**config.mk**
```make
export PLATFORM = sky130hd
export DESIGN_NAME = pd_sequencer
export DESIGN_NICKNAME = d
export VERILOG_FILES = /design/src/rtl/pdseq_pkg.sv /design/src/rtl/pdseq_sync.sv /design/src/rtl/pdseq_filter.sv /design/src/rtl/pdseq_fsm.sv /design/src/rtl/pd_sequencer.sv
export SDC_FILE = /design/constraint.sdc
export NUM_CORES = 1
export LEC_CHECK = 0
export BUFFER_PORTS_ARGS = -buffer_cell sky130_fd_sc_hd__buf_2
export CORE_ASPECT_RATIO = 1.5
export CORE_MARGIN = 2
export CORE_UTILIZATION = 35
export DETAILED_ROUTE_END_ITERATION = 16
export HOLD_SLACK_MARGIN = 0.03
export RECOVER_POWER = 100
export SETUP_SLACK_MARGIN = 0.05
export SLEW_MARGIN = 20
export SYNTH_ARGS = -nofsm -noshare
export SYNTH_HDL_FRONTEND = slang
export SYNTH_SLANG_ARGS = --single-unit
export TNS_END_PERCENT = 10
```
**constraint.sdc**
```tcl
create_clock -name clk -period 4.5 [get_ports clk]
set_clock_uncertainty 0.1 [all_clocks]
set_input_delay 0.675 -clock clk [delete_from_list [all_inputs] [get_ports clk]]
set_output_delay 0.675 -clock clk [all_outputs]
set_load 0.02 [all_outputs]
```
**src/rtl/pdseq_pkg.sv**
```systemverilog
package pdseq_pkg;
    typedef enum logic [2:0] {
        ST_ACTIVE,
        ST_ENTER,
        ST_DOWN,
        ST_WAKE,
        ST_RELEASE,
        ST_SETTLE
    } pd_state_e;
endpackage

```
**src/rtl/pdseq_sync.sv**
```systemverilog
module pdseq_sync (
    input  logic clk,
    input  logic rst_n,
    input  logic async_n,
    output logic sync_n
);
    typedef struct packed {
        logic s1;
        logic s2;
    } sync_t;

    sync_t r_d, r_q;

    always_comb begin
        r_d.s1 = async_n;
        r_d.s2 = r_q.s1;
    end

    always_ff @(posedge clk or negedge rst_n) begin
        if (!rst_n) r_q <= '{s1: 1'b1, s2: 1'b1};
        else        r_q <= r_d;
    end

    assign sync_n = r_q.s2;
endmodule

```
**src/rtl/pdseq_filter.sv**
```systemverilog
module pdseq_filter #(
    parameter int HOLD = 10
) (
    input  logic clk,
    input  logic rst_n,
    input  logic req_low,
    output logic accepted
);
    localparam int CW = $clog2(HOLD + 1);

    typedef struct packed {
        logic [CW-1:0] cnt;
        logic          acc;
    } filt_t;

    filt_t f_d, f_q;

    always_comb begin
        f_d = f_q;
        if (!req_low) begin
            f_d.cnt = '0;
            f_d.acc = 1'b0;
        end else if (!f_q.acc) begin
            if (f_q.cnt == CW'(HOLD - 1)) f_d.acc = 1'b1;
            else                          f_d.cnt = f_q.cnt + 1'b1;
        end
    end

    always_ff @(posedge clk or negedge rst_n) begin
        if (!rst_n) f_q <= '0;
        else        f_q <= f_d;
    end

    assign accepted = f_q.acc;
endmodule

```
**src/rtl/pdseq_fsm.sv**
```systemverilog
module pdseq_fsm
    import pdseq_pkg::*;
#(
    parameter int STEP   = 2,
    parameter int SETTLE = 10
) (
    input  logic clk,
    input  logic rst_n,
    input  logic pd,
    output logic input_en,
    output logic gsr,
    output logic output_en,
    output logic ready
);
    localparam int CW = $clog2(SETTLE + 1);

    typedef struct packed {
        pd_state_e     st;
        logic [CW-1:0] cnt;
    } fsm_t;

    fsm_t s_d, s_q;

    always_comb begin
        s_d = s_q;
        case (s_q.st)
            ST_ACTIVE: if (pd) begin
                s_d.st  = ST_ENTER;
                s_d.cnt = '0;
            end
            ST_ENTER: begin
                if (s_q.cnt == CW'(STEP - 1)) s_d.st = ST_DOWN;
                else                          s_d.cnt = s_q.cnt + 1'b1;
            end
            ST_DOWN: if (!pd) begin
                s_d.st  = ST_WAKE;
                s_d.cnt = '0;
            end
            ST_WAKE: begin
                s_d.st  = ST_RELEASE;
                s_d.cnt = s_q.cnt + 1'b1;
            end
            ST_RELEASE: begin
                s_d.cnt = s_q.cnt + 1'b1;
                if (s_q.cnt == CW'(STEP)) s_d.st = ST_SETTLE;
            end
            ST_SETTLE: begin
                s_d.cnt = s_q.cnt + 1'b1;
                if (s_q.cnt == CW'(SETTLE - 1)) s_d.st = ST_ACTIVE;
            end
            default: begin
                s_d.st  = ST_ACTIVE;
                s_d.cnt = '0;
            end
        endcase
    end

    always_ff @(posedge clk or negedge rst_n) begin
        if (!rst_n) s_q <= '{st: ST_ACTIVE, cnt: '0};
        else        s_q <= s_d;
    end

    always_comb begin
        input_en  = 1'b1;
        gsr       = 1'b0;
        output_en = 1'b1;
        ready     = 1'b0;
        case (s_q.st)
            ST_ACTIVE:  ready = 1'b1;
            ST_ENTER:   begin input_en = 1'b0; gsr = 1'b1; end
            ST_DOWN:    begin input_en = 1'b0; gsr = 1'b1; output_en = 1'b0; end
            ST_WAKE:    begin gsr = 1'b1; output_en = 1'b0; end
            ST_RELEASE: output_en = 1'b0;
            default:    ;
        endcase
    end
endmodule

```
**src/rtl/pd_sequencer.sv**
```systemverilog
module pd_sequencer #(
    parameter int CYC_PER_10NS = 2,
    parameter int N_IN         = 8
) (
    input  logic            clk,
    input  logic            rst_n,
    input  logic            pd_req_n,
    input  logic [N_IN-1:0] in_raw,
    output logic [N_IN-1:0] in_gated,
    output logic            input_en,
    output logic            gsr,
    output logic            output_en,
    output logic            ready
);
    localparam int C   = (CYC_PER_10NS < 1) ? 1 : CYC_PER_10NS;
    localparam int T50 = 5 * C;

    logic req_sync_n;
    logic pd_accepted;

    pdseq_sync u_sync (
        .clk     (clk),
        .rst_n   (rst_n),
        .async_n (pd_req_n),
        .sync_n  (req_sync_n)
    );

    pdseq_filter #(.HOLD(T50)) u_filter (
        .clk      (clk),
        .rst_n    (rst_n),
        .req_low  (!req_sync_n),
        .accepted (pd_accepted)
    );

    pdseq_fsm #(.STEP(C), .SETTLE(T50)) u_fsm (
        .clk       (clk),
        .rst_n     (rst_n),
        .pd        (pd_accepted),
        .input_en  (input_en),
        .gsr       (gsr),
        .output_en (output_en),
        .ready     (ready)
    );

    for (genvar i = 0; i < N_IN; i++) begin : g_gate
        assign in_gated[i] = in_raw[i] & input_en;
    end
endmodule

```
==> results of run 1 <==
## routing by layer
layer  vias up  share of wire, %  track usage [%]
met1       326                40            11.66
met2        20                54            24.11
met4         0               1.3            8.824
met5         -                 0                0
met3         2               5.0            1.639
li1        339                 -                -
## worst min path at each step
stage / startpoint / to
5_1_grt: u_sync.r_d[0] / u_sync.sync_n
4_1_cts: rst_n / u_filter.accepted
2_1_floorplan: u_sync.r_d[0] / u_sync.sync_n
3_5_place_dp: u_sync.r_d[0] / u_sync.sync_n
6_report: u_sync.r_d[0] / u_sync.sync_n
3_3_place_gp: u_sync.r_d[0] / u_sync.sync_n
## worst max-delay path, stage by stage (launching register included)
cell      delay [ns]
dfrtp_1         0.64
xnor2_1         0.13
nor2_1          0.40
nor2b_1         0.12
clkbuf_1        0.19
## power breakdown
group          total [W]  internal [W]  switching [W]
clock          0.0000863     0.0000491      0.0000371
combinational   0.000102     0.0000366      0.0000650
sequential      0.000149      0.000134      0.0000151
## cells in the final DEF (no fill, tap or decap), types with 2 or more instances in the layout
cell type,n
clkbuf_1,12
dfrtp_1,12
nor2_1,10
nor2b_1,10
buf_2,10
inv_1,7
nand2_1,5
ha_1,5
o21ai_0,4
xnor2_1,3
nand3_1,3
clkbuf_4,3
mux2i_1,2
a21oi_1,2
or2_0,2
o2bb2ai_2,2
dfstp_2,2
## cell type report
class | instances | area [µm²] | area share (%)
Timing Repair Buffer | 22 | 95.09 | 9.394
Clock buffer | 4 | 36.28 | 3.585
Multi-Input combinational cell | 65 | 471.7 | 46.60
Sequential cell | 14 | 352.8 | 34.86
Inverter | 7 | 26.28 | 2.596
Tap cell | 24 | 30.03 | 2.967
## cells by family after synthesis
family / Yosys count / synth area share [%]
xor+xnor: 5 / 6.975
simple gates: 37 / 23.43
compound gates: 16 / 14.23
buf+inv: 11 / 6.834
fa+ha+maj: 5 / 6.974
mux: 2 / 2.232
flops: 14 / 39.33
## registers in the layout (all words and copies together), names as in the netlist
name               count
u_fsm.s_q              7
u_sync.r_d             1
u_sync.sync_n          1
u_filter.accepted      1
u_filter.f_q           4
## metrics by stage
stage                     std cells  util [%]  area [µm²]  total power [W]  hold slack, ns
after floorplan                  90         -       897.1        0.0002288          0.2452
after global placement          132     40.91        1002        0.0002588          0.2487
after detailed placement        132     40.91        1002        0.0002613          0.2495
after CTS                       136     42.39        1039        0.0003508          0.1839
after global routing            136     41.32        1012        0.0003654          0.2660
final                           136     41.32        1012        0.0003374          0.2622
==> impl_metrics.env, run 1 <==
export IMPL_status="finished clean"
export IMPL_critPathCapture="in_gated[3]"
export IMPL_ys_ff_latch=14
export IMPL_netlist_area_um2=897.1
export IMPL_slew_headroom_pct=47.88
export IMPL_hold_path_depth=0
export IMPL_wl_per_cell_um=11.99
export IMPL_slew_violations=0
export IMPL_fmax_mhz=397.0
export IMPL_synthArstFlopShare_pct=100.0
export IMPL_firstDrtPassIters=3
export IMPL_post_route_drc_count=0
export IMPL_die_x_um=45.34
export IMPL_dieArea_um2=2992
export IMPL_syn_avg_cell_area_um2=9.968
export IMPL_cts_resized=0
export IMPL_netlist_top_cells_count="12 x dfrtp_1, 10 x nor2b_1, 9 x nor2_1, 7 x inv_1"
export IMPL_synth_top_cell_by_area="dfrtp_1"
export IMPL_track_usage_pct=12.76
export IMPL_power_leakage_nw=0.4367
export IMPL_rows=22
export IMPL_syn_nets=106
export IMPL_powerDensity_nw_per_um2=333.3
export IMPL_gp_congestion=0.7180
export IMPL_start_kind="flop"
export IMPL_worst_pin_slew_ns=0.7818
export IMPL_die_y_um=66.01
export IMPL_post_route_min_period_ns=2.519
export IMPL_vias=687
export IMPL_routed_via_density=5.051
export IMPL_drt_wl_total_um=1630
export IMPL_finalWorstSetupSlack_ns=1.981
export IMPL_cap_violations=0
export IMPL_arrival_ns=1.74
export IMPL_area_delta_synth_final_pct=12.83
export IMPL_hpwl_um=1270
export IMPL_fin_setup_tns_ns=0
export IMPL_rrSetupSlack_ns=2.50
export IMPL_pre_cts_slack_ns=2.391
export IMPL_yosysWarnings=0
export IMPL_postCtsSetupBuffers=0
export IMPL_num_antenna_cells=0
export IMPL_grt_max_degree=15
export IMPL_timing_rr_start="u_fsm.s_q[5]"
export IMPL_cp_max_fo=11
export IMPL_clk_insertion_delay_late_ns=0.27
export IMPL_critPathRequiredTime_ns=3.72
export IMPL_clockBufferDepth=2
export IMPL_pin_count=23
export IMPL_cts_max_level=1
export IMPL_synth_main_ff_cell="dfrtp_1"
export IMPL_reg2reg_depth=4
export IMPL_vdd_ir_drop_max_uv=197.8
export IMPL_setup_viol=0
export IMPL_grt_overflow_total=0
export IMPL_antenna_found_initial=0
export IMPL_path_clk_slew_ns=0.08
export IMPL_fillers=249
export IMPL_rsz0062_at_grt="no"
export IMPL_start_util_pct=36.62
export IMPL_layout_drive_gt1_share_pct=20.54
export IMPL_timing_rr_end="u_fsm.s_q[3]"
export IMPL_grt_pass1_vias=674
export IMPL_synthCells=90
export IMPL_cts_tree="yes"
export IMPL_synth_most_common_cell="dfrtp_1"
export IMPL_synthTopCellsByArea="dfrtp_1 33%, ha_1 7.0%, nor2b_1 7.0%, dfstp_2 5.9%, nor2_1 3.8%"
export IMPL_ys_seq_area_share_pct=39.33
export IMPL_cp_startpoint="u_fsm.s_q[5]"
export IMPL_cts_root_buf="clkbuf_4"
export IMPL_end_kind="output pin"
export IMPL_finalCritPeriodShare_pct=55.98
export IMPL_fin_nets=129
export IMPL_cts_sink_count=14
export IMPL_hold_viol=0
export IMPL_postRouteAntennaNets=0
export IMPL_numCtsBuffers=3
export IMPL_grt_pass1_wl_um=2746
export IMPL_holdBufCountCts=0
export IMPL_drtIter0Drc=12
export IMPL_synthDistinctLibCells=35
export IMPL_coreArea_um2=2450
export IMPL_port_buffer_count=22
export IMPL_synthDominantCellAreaShare_pct=33.47
export IMPL_critical_path_class="reg2out"
export IMPL_synth_edff_count=0
export IMPL_hp_class="reg2reg"
Power figures use the tool's default switching activity.
==> run 2: changes to the inputs <==
Settings changed: ABC_AREA set to 1.
Clock period 4.5 ns to 2.2 ns, I/O delays scaled along.
==> run 2 against run 1 <==
Highest routed layer unchanged. Total power rose to 4.0 times the previous value. Die area rose by 7.1%. Area after synthesis rose by 7.7%. First-iteration DRC count rose by 58%. Largest power group is now combinational logic. Final area rose by 11%. Sequential cell count did not move. Combinational power rose to 7.1 times the previous value. Hold slack got worse by 0.18 ns. Clock-buffer cell count did not move.
==> impl_metrics.env, run 2 <==
export IMPL_critical_path_class="reg2out"
export IMPL_netlist_area_um2=965.9
export IMPL_postRouteAntennaNets=0
export IMPL_whs_ns=0.08665
export IMPL_worst_pin_slew_ns=0.7337
export IMPL_post_route_drc_count=0
export IMPL_coreArea_um2=2648
export IMPL_cts_tree="yes"
export IMPL_synthDominantCellAreaShare_pct=31.09
export IMPL_clkPwrFrac_pct=15.6
export IMPL_synth_main_ff_cell="dfrtp_1"
export IMPL_vias=931
export IMPL_synthTopCellsByArea="dfrtp_1 31%, nand2_1 12%, inv_1 9.7%, nor2_1 8.9%, nand3_1 8.3%"
export IMPL_arrival_ns=1.53
export IMPL_drtIter0Drc=19
export IMPL_post_route_min_period_ns=1.962
export IMPL_port_buffer_count=22
export IMPL_drt_wl_total_um=2013
export IMPL_grt_overflow_total=0
export IMPL_final_util_pct=42.49
export IMPL_yosys_area_share_simple_pct=36.27
export IMPL_post_dp_cell_area_um2=1104
export IMPL_syn_nets=156
export IMPL_synth_mux_area_share_pct=0
export IMPL_status="finished clean"
export IMPL_hpwl_um=1665
export IMPL_start_util_pct=36.48
export IMPL_power_internal_w=0.0006619
export IMPL_cp_max_fo=12
export IMPL_slew_violations=0
export IMPL_slew_headroom_pct=51.09
export IMPL_cts_resized=0
export IMPL_power_leakage_nw=0.5954
export IMPL_synthCells=140
export IMPL_grt_max_degree=15
export IMPL_synth_top_family_by_area="simple AND/OR/NAND/NOR gates"
export IMPL_pin_count=23
export IMPL_critPathBufInv=2
export IMPL_wl_per_cell_um=9.965
export IMPL_cts_sink_count=14
export IMPL_postCtsSetupBuffers=0
export IMPL_critPathRequiredTime_ns=1.77
export IMPL_critPathMaxStageDelay_ns=0.54
export IMPL_power_frac_seq_pct=30.6
export IMPL_synth_xor_area_share_pct=0
export IMPL_mostFrequentLayoutCells="31 x nand2_1, 26 x nor2_1, 25 x inv_1"
export IMPL_design_area_um2=1125
export IMPL_die_x_um=46.90
export IMPL_vdd_ir_drop_max_uv=504.3
export IMPL_clk_insertion_delay_late_ns=0.24
export IMPL_numCtsBuffers=3
export IMPL_synth_compound_area_share_pct=8.290
export IMPL_final_common_cell="nand2_1"
export IMPL_synth_adder_area_share_pct=6.477
export IMPL_powerDensity_nw_per_um2=1198
export IMPL_cts_max_level=1
export IMPL_clockBufferDepth=2
export IMPL_synthDistinctLibCells=23
export IMPL_crit_path_cell_trace="inv_1 -> nand3_1 -> nand2_2 -> nor2_1 -> clkbuf_1"
export IMPL_finalCritPeriodShare_pct=89.17
export IMPL_yosysWarnings=0
export IMPL_rsz0062_at_grt="no"
export IMPL_routed_via_density=4.609
export IMPL_setup_viol=0
export IMPL_area_delta_synth_final_pct=16.45
export IMPL_cpLargestDelayFamily="flip-flops"
export IMPL_slowest_stage="dfrtp_1"
export IMPL_ys_ff_latch=14
export IMPL_fin_nets=182
export IMPL_synthArstFlopShare_pct=100.0
export IMPL_power_w=0.001348
export IMPL_gp_congestion=0.8408
export IMPL_start_kind="flop"
export IMPL_reg_top3="u_fsm.s_q (7), u_filter.f_q (4)"
export IMPL_layout_drive_gt1_share_pct=12.12
export IMPL_fin_setup_tns_ns=0
export IMPL_cts_root_buf="clkbuf_8"
export IMPL_pwr_share_comb_pct=53.8
export IMPL_switchingPower_w=0.0006862
export IMPL_largest_register_ffs=7
export IMPL_hp_class="in2reg"
export IMPL_antenna_found_initial=0
export IMPL_path_clk_slew_ns=0.05
export IMPL_firstDrtPassIters=4
export IMPL_die_y_um=68.34
export IMPL_dieArea_um2=3205
export IMPL_synth_edff_count=0
export IMPL_end_kind="output pin"
export IMPL_synth_top_cell_by_area="dfrtp_1"
export IMPL_rows=23
export IMPL_ys_seq_area_share_pct=36.53
export IMPL_cap_violations=0
export IMPL_num_antenna_cells=0
export IMPL_fmax_mhz=509.8
export IMPL_hold_viol=0
export IMPL_track_usage_pct=14.71
export IMPL_grt_pass1_vias=845
export IMPL_syn_avg_cell_area_um2=6.899
export IMPL_grt_pass1_wl_um=3346
export IMPL_regMostFlops="u_fsm.s_q"
export IMPL_synth_most_common_cell="nand2_1"
export IMPL_netlist_top_cells_count="30 x nand2_1, 25 x inv_1, 23 x nor2_1, 16 x nand3_1, 12 x dfrtp_1"
export IMPL_sw_frac_of_total_pct=50.90
-- run 2: cell types whose count changed in the layout (fill, tap and decap cells not counted), moves of 3 or more --
cell / previous run / this run
nor2b_1: 10 / 0
nand3_1: 3 / 16
nor2_1: 10 / 26
a21oi_1: 2 / 6
nand2_1: 5 / 31
xnor2_1: 3 / 0
inv_1: 7 / 25
clkbuf_4: 3 / 0
-- run 2: power groups by stage --
stage | logic [W] | clock network, W | registers, W
after floorplan | 0.000646 | 0 | 0.000373
after global placement | 0.000768 | 0 | 0.000414
after detailed placement | 0.000790 | 0 | 0.000418
after CTS | 0.000794 | 0.000218 | 0.000414
after global routing | 0.000831 | 0.000229 | 0.000423
final | 0.000725 | 0.000211 | 0.000412
-- run 2: cells by family after synthesis --
kind of cell,count (synthesis)
AO/OA/AOI/OAI,13
buffers and inverters,29
adder cells (fa/ha/maj),5
flip-flops,14
AND/OR/NAND/NOR,79
-- run 2: metal layers --
layer / track usage [%] / routed length, µm / share of wire, % / up-vias
li1: - / - / - / 481
met1: 14.29 / 825 / 41 / 414
met2: 27.57 / 1026 / 51 / 29
met3: 0.7916 / 95 / 4.7 / 7
met4: 10.42 / 64 / 3.2 / 0
met5: 0 / 0 / 0 / -
-- run 2: area by class of cell --
class	count	area [µm²]
Timing Repair Buffer	23	105.1
Clock buffer	4	45.04
Multi-Input combinational cell	97	474.2
Inverter	27	101.3
Sequential cell	14	352.8
Fill cell	296	1523
Tap cell	37	46.29
-- run 2: what timing repair did --
action / 4_1_cts / 5_1_grt
hold buffers: 1 / 0
hold endpoints to repair: 12 / 0
endpoints found under the setup margin: 0 / 0
-- run 2: stage by stage --
stage               setup slack [ns]  std cells
floorplan                     0.7530        140
CTS                           0.2792        202
global placement              0.6146        197
global route                 0.09898        202
detailed placement            0.5602        197
finish                        0.2383        202
-- run 2: final timing paths --
kind	startpoint	end	slack, ns	cells after the start
max	u_fsm.s_q[6]	in_gated[4]	0.24	5
min	pd_req_n	u_sync.r_d[0]	0.09	1
max reg2reg	u_fsm.s_q[6]	u_fsm.s_q[3]	0.49	7
min reg2reg	u_sync.r_d[0]	u_sync.sync_n	0.26	0
max in group asynchronous	rst_n	u_filter.f_q[2]	0.98	2
min in group asynchronous	rst_n	u_filter.f_q[1]	0.56	2
==> run 3: changes to the inputs <==
--- a/config.mk
+++ b/config.mk
@@ -7,9 +7,9 @@
 export LEC_CHECK = 0
 export ABC_AREA = 1
-export BUFFER_PORTS_ARGS = -buffer_cell sky130_fd_sc_hd__buf_2
 export CORE_ASPECT_RATIO = 1.5
 export CORE_MARGIN = 2
 export CORE_UTILIZATION = 35
 export DETAILED_ROUTE_END_ITERATION = 16
+export DONT_BUFFER_PORTS = 1
 export HOLD_SLACK_MARGIN = 0.03
 export RECOVER_POWER = 100
==> constraint.sdc (replaced) <==
create_clock -name clk -period 2.2 [get_ports clk]
set_clock_uncertainty 0.1 [all_clocks]
set_input_delay 0.22 -clock clk [delete_from_list [all_inputs] [get_ports clk]]
set_output_delay 0.22 -clock clk [all_outputs]
set_load 0.02 [all_outputs]
==> run 3 against run 2 <==
Utilization is 3.3 points lower. Clock power hardly changed. Setup slack better by 0.061 ns. Total power is 5.5% lower. Register-to-register slack better by 0.04 ns. Largest power group unchanged.
==> impl_metrics.env, run 3 (synthesis results as in run 2) <==
export IMPL_timing_rr_start="u_fsm.s_q[6]"
export IMPL_slew_headroom_pct=60.21
export IMPL_clockBufferDepth=2
export IMPL_die_x_um=46.90
export IMPL_clkPwrFrac_pct=16.4
export IMPL_drt_wl_total_um=1823
export IMPL_largest_register_ffs=7
export IMPL_postCtsSetupBuffers=0
export IMPL_hp_class="reg2reg"
export IMPL_num_antenna_cells=0
export IMPL_fmax_mhz=526.1
export IMPL_mostFrequentLayoutCells="32 x nand2_1, 26 x nor2_1, 25 x inv_1"
export IMPL_fin_nets=161
export IMPL_grt_pass1_vias=821
export IMPL_power_frac_seq_pct=32.3
export IMPL_arrival_ns=1.58
export IMPL_critPathRequiredTime_ns=1.88
export IMPL_holdCritStartpoint="u_sync.r_d[0]"
export IMPL_powerDensity_nw_per_um2=1228
export IMPL_firstDrtPassIters=4
export IMPL_cap_violations=0
export IMPL_postRouteAntennaNets=0
export IMPL_pin_count=23
export IMPL_dieArea_um2=3205
export IMPL_final_util_pct=39.18
export IMPL_power_w=0.001273
export IMPL_critPathMaxStageDelay_ns=0.54
export IMPL_end_kind="output pin"
export IMPL_critical_path_class="reg2out"
export IMPL_grt_max_degree=15
export IMPL_clk_insertion_delay_late_ns=0.24
export IMPL_start_util_pct=36.48
export IMPL_coreArea_um2=2648
export IMPL_vdd_ir_drop_max_uv=490.0
export IMPL_worst_pin_slew_ns=0.5949
export IMPL_die_y_um=68.34
export IMPL_hold_viol=0
export IMPL_slew_violations=0
export IMPL_rows=23
export IMPL_cts_max_level=1
export IMPL_layout_drive_gt1_share_pct=6.250
export IMPL_rsz0062_at_grt="no"
export IMPL_sw_frac_of_total_pct=51.52
export IMPL_numCtsBuffers=3
export IMPL_pwr_share_comb_pct=51.3
export IMPL_final_common_cell="nand2_1"
export IMPL_cts_resized=0
export IMPL_hpwl_um=1526
export IMPL_area_delta_synth_final_pct=7.383
export IMPL_fillers=291
export IMPL_finalCritPeriodShare_pct=86.39
export IMPL_cts_sink_count=14
export IMPL_fin_setup_tns_ns=0
export IMPL_wl_per_cell_um=10.07
export IMPL_reg2reg_depth=7
export IMPL_pre_cts_slack_ns=0.6334
export IMPL_drtIter0Drc=24
export IMPL_reg_top3="u_fsm.s_q (7), u_filter.f_q (4)"
export IMPL_power_internal_w=0.0006173
export IMPL_critPathBufInv=1
export IMPL_cts_tree="yes"
export IMPL_hold_path_depth=0
export IMPL_grt_pass1_wl_um=3111
export IMPL_crit_path_cell_trace="inv_1 -> nand3_1 -> nand2_1 -> nor2_1"
export IMPL_power_leakage_nw=0.5457
export IMPL_cp_num_cells=4
export IMPL_post_route_drc_count=0
export IMPL_fin_cells=181
export IMPL_cp_startpoint="u_fsm.s_q[6]"
export IMPL_routed_via_density=4.696
export IMPL_vias=850
export IMPL_regMostFlops="u_fsm.s_q"
export IMPL_switchingPower_w=0.0006561
export IMPL_cts_root_buf="clkbuf_8"
export IMPL_placed_cells=175
export IMPL_post_route_min_period_ns=1.901
export IMPL_slowest_stage="dfrtp_1"
export IMPL_antenna_found_initial=0
export IMPL_grt_overflow_total=0
export IMPL_setup_viol=0
export IMPL_gp_congestion=0.8362
export IMPL_path_clk_slew_ns=0.06
export IMPL_cp_max_fo=12
export IMPL_start_kind="flop"
export IMPL_port_buffer_count=0
export IMPL_cpLargestDelayFamily="simple AND/OR/NAND/NOR gates"
export IMPL_track_usage_pct=13.27
export IMPL_finalWorstSetupSlack_ns=0.2993
export IMPL_status="finished clean"
run 3: cell types whose count changed in the layout (fill, tap and decap cells not counted), sizes merged:
cell	before	now
buf	10	0
clkbuf	16	4
dlygate4sd3	1	2
run 3: metal layers:
metal / part of all wire [%] / up-vias / track usage (%) / routed length [µm]
li1: - / 441 / - / -
met1: 40 / 380 / 12.07 / 730
met5: 0 / - / 0 / 0
met4: 1.6 / 0 / 9.028 / 29
met3: 3.7 / 4 / 1.583 / 67
met2: 55 / 25 / 25.34 / 996
run 3: worst register-to-register path, cell delays in order, from the launching register on:
cell	delay, ns
dfrtp_1	0.54
inv_1	0.13
nand3_1	0.13
nand2_1	0.06
nor2_1	0.24
clkinv_1	0.18
nand2_1	0.08
nand3_1	0.08
run 3: path summary, 6_finish.rpt:
check | endpoint | slack [ns]
worst max-delay path | in_gated[7] | 0.30
worst min-delay path | u_sync.sync_n | 0.26
worst max register to register | u_fsm.s_q[3] | 0.53
worst min register to register | u_sync.sync_n | 0.26
max in group asynchronous | u_fsm.s_q[3] | 1.28
min in group asynchronous | u_filter.f_q[1] | 0.32
run 3: final cells by class:
class	count	area [µm²]	share of cell area (%)
Tap cell	37	46.29	4.463
Clock buffer	4	45.04	4.343
Sequential cell	14	352.8	34.02
Inverter	27	101.3	9.771
Timing Repair Buffer	2	20.02	1.930
Multi-Input combinational cell	97	471.7	45.48
run 3: power groups by stage:
stage | logic (W) | clock network (W) | registers (W)
3_3_place_gp | 0.000676 | 0 | 0.000413
5_1_grt | 0.000755 | 0.000230 | 0.000426
4_1_cts | 0.000705 | 0.000217 | 0.000413
2_1_floorplan | 0.000646 | 0 | 0.000373
3_5_place_dp | 0.000695 | 0 | 0.000418
6_report | 0.000653 | 0.000209 | 0.000411
run 3: through the flow:
| step | area, µm² | hold slack, ns |
|---|---|---|
| global placement | 993.5 | -0.1752 |
| CTS | 1059 | 0.2557 |
| global route | 1037 | 0.2569 |
| detailed placement | 993.5 | -0.1750 |
| floorplan | 965.9 | -0.1756 |
| finish | 1037 | 0.2552 |
run 3: repair_timing:
item / in CTS / in global routing
hold buffers: 2 / 0
endpoints found under the hold margin: 15 / 0
endpoints found under the setup margin: 0 / 0
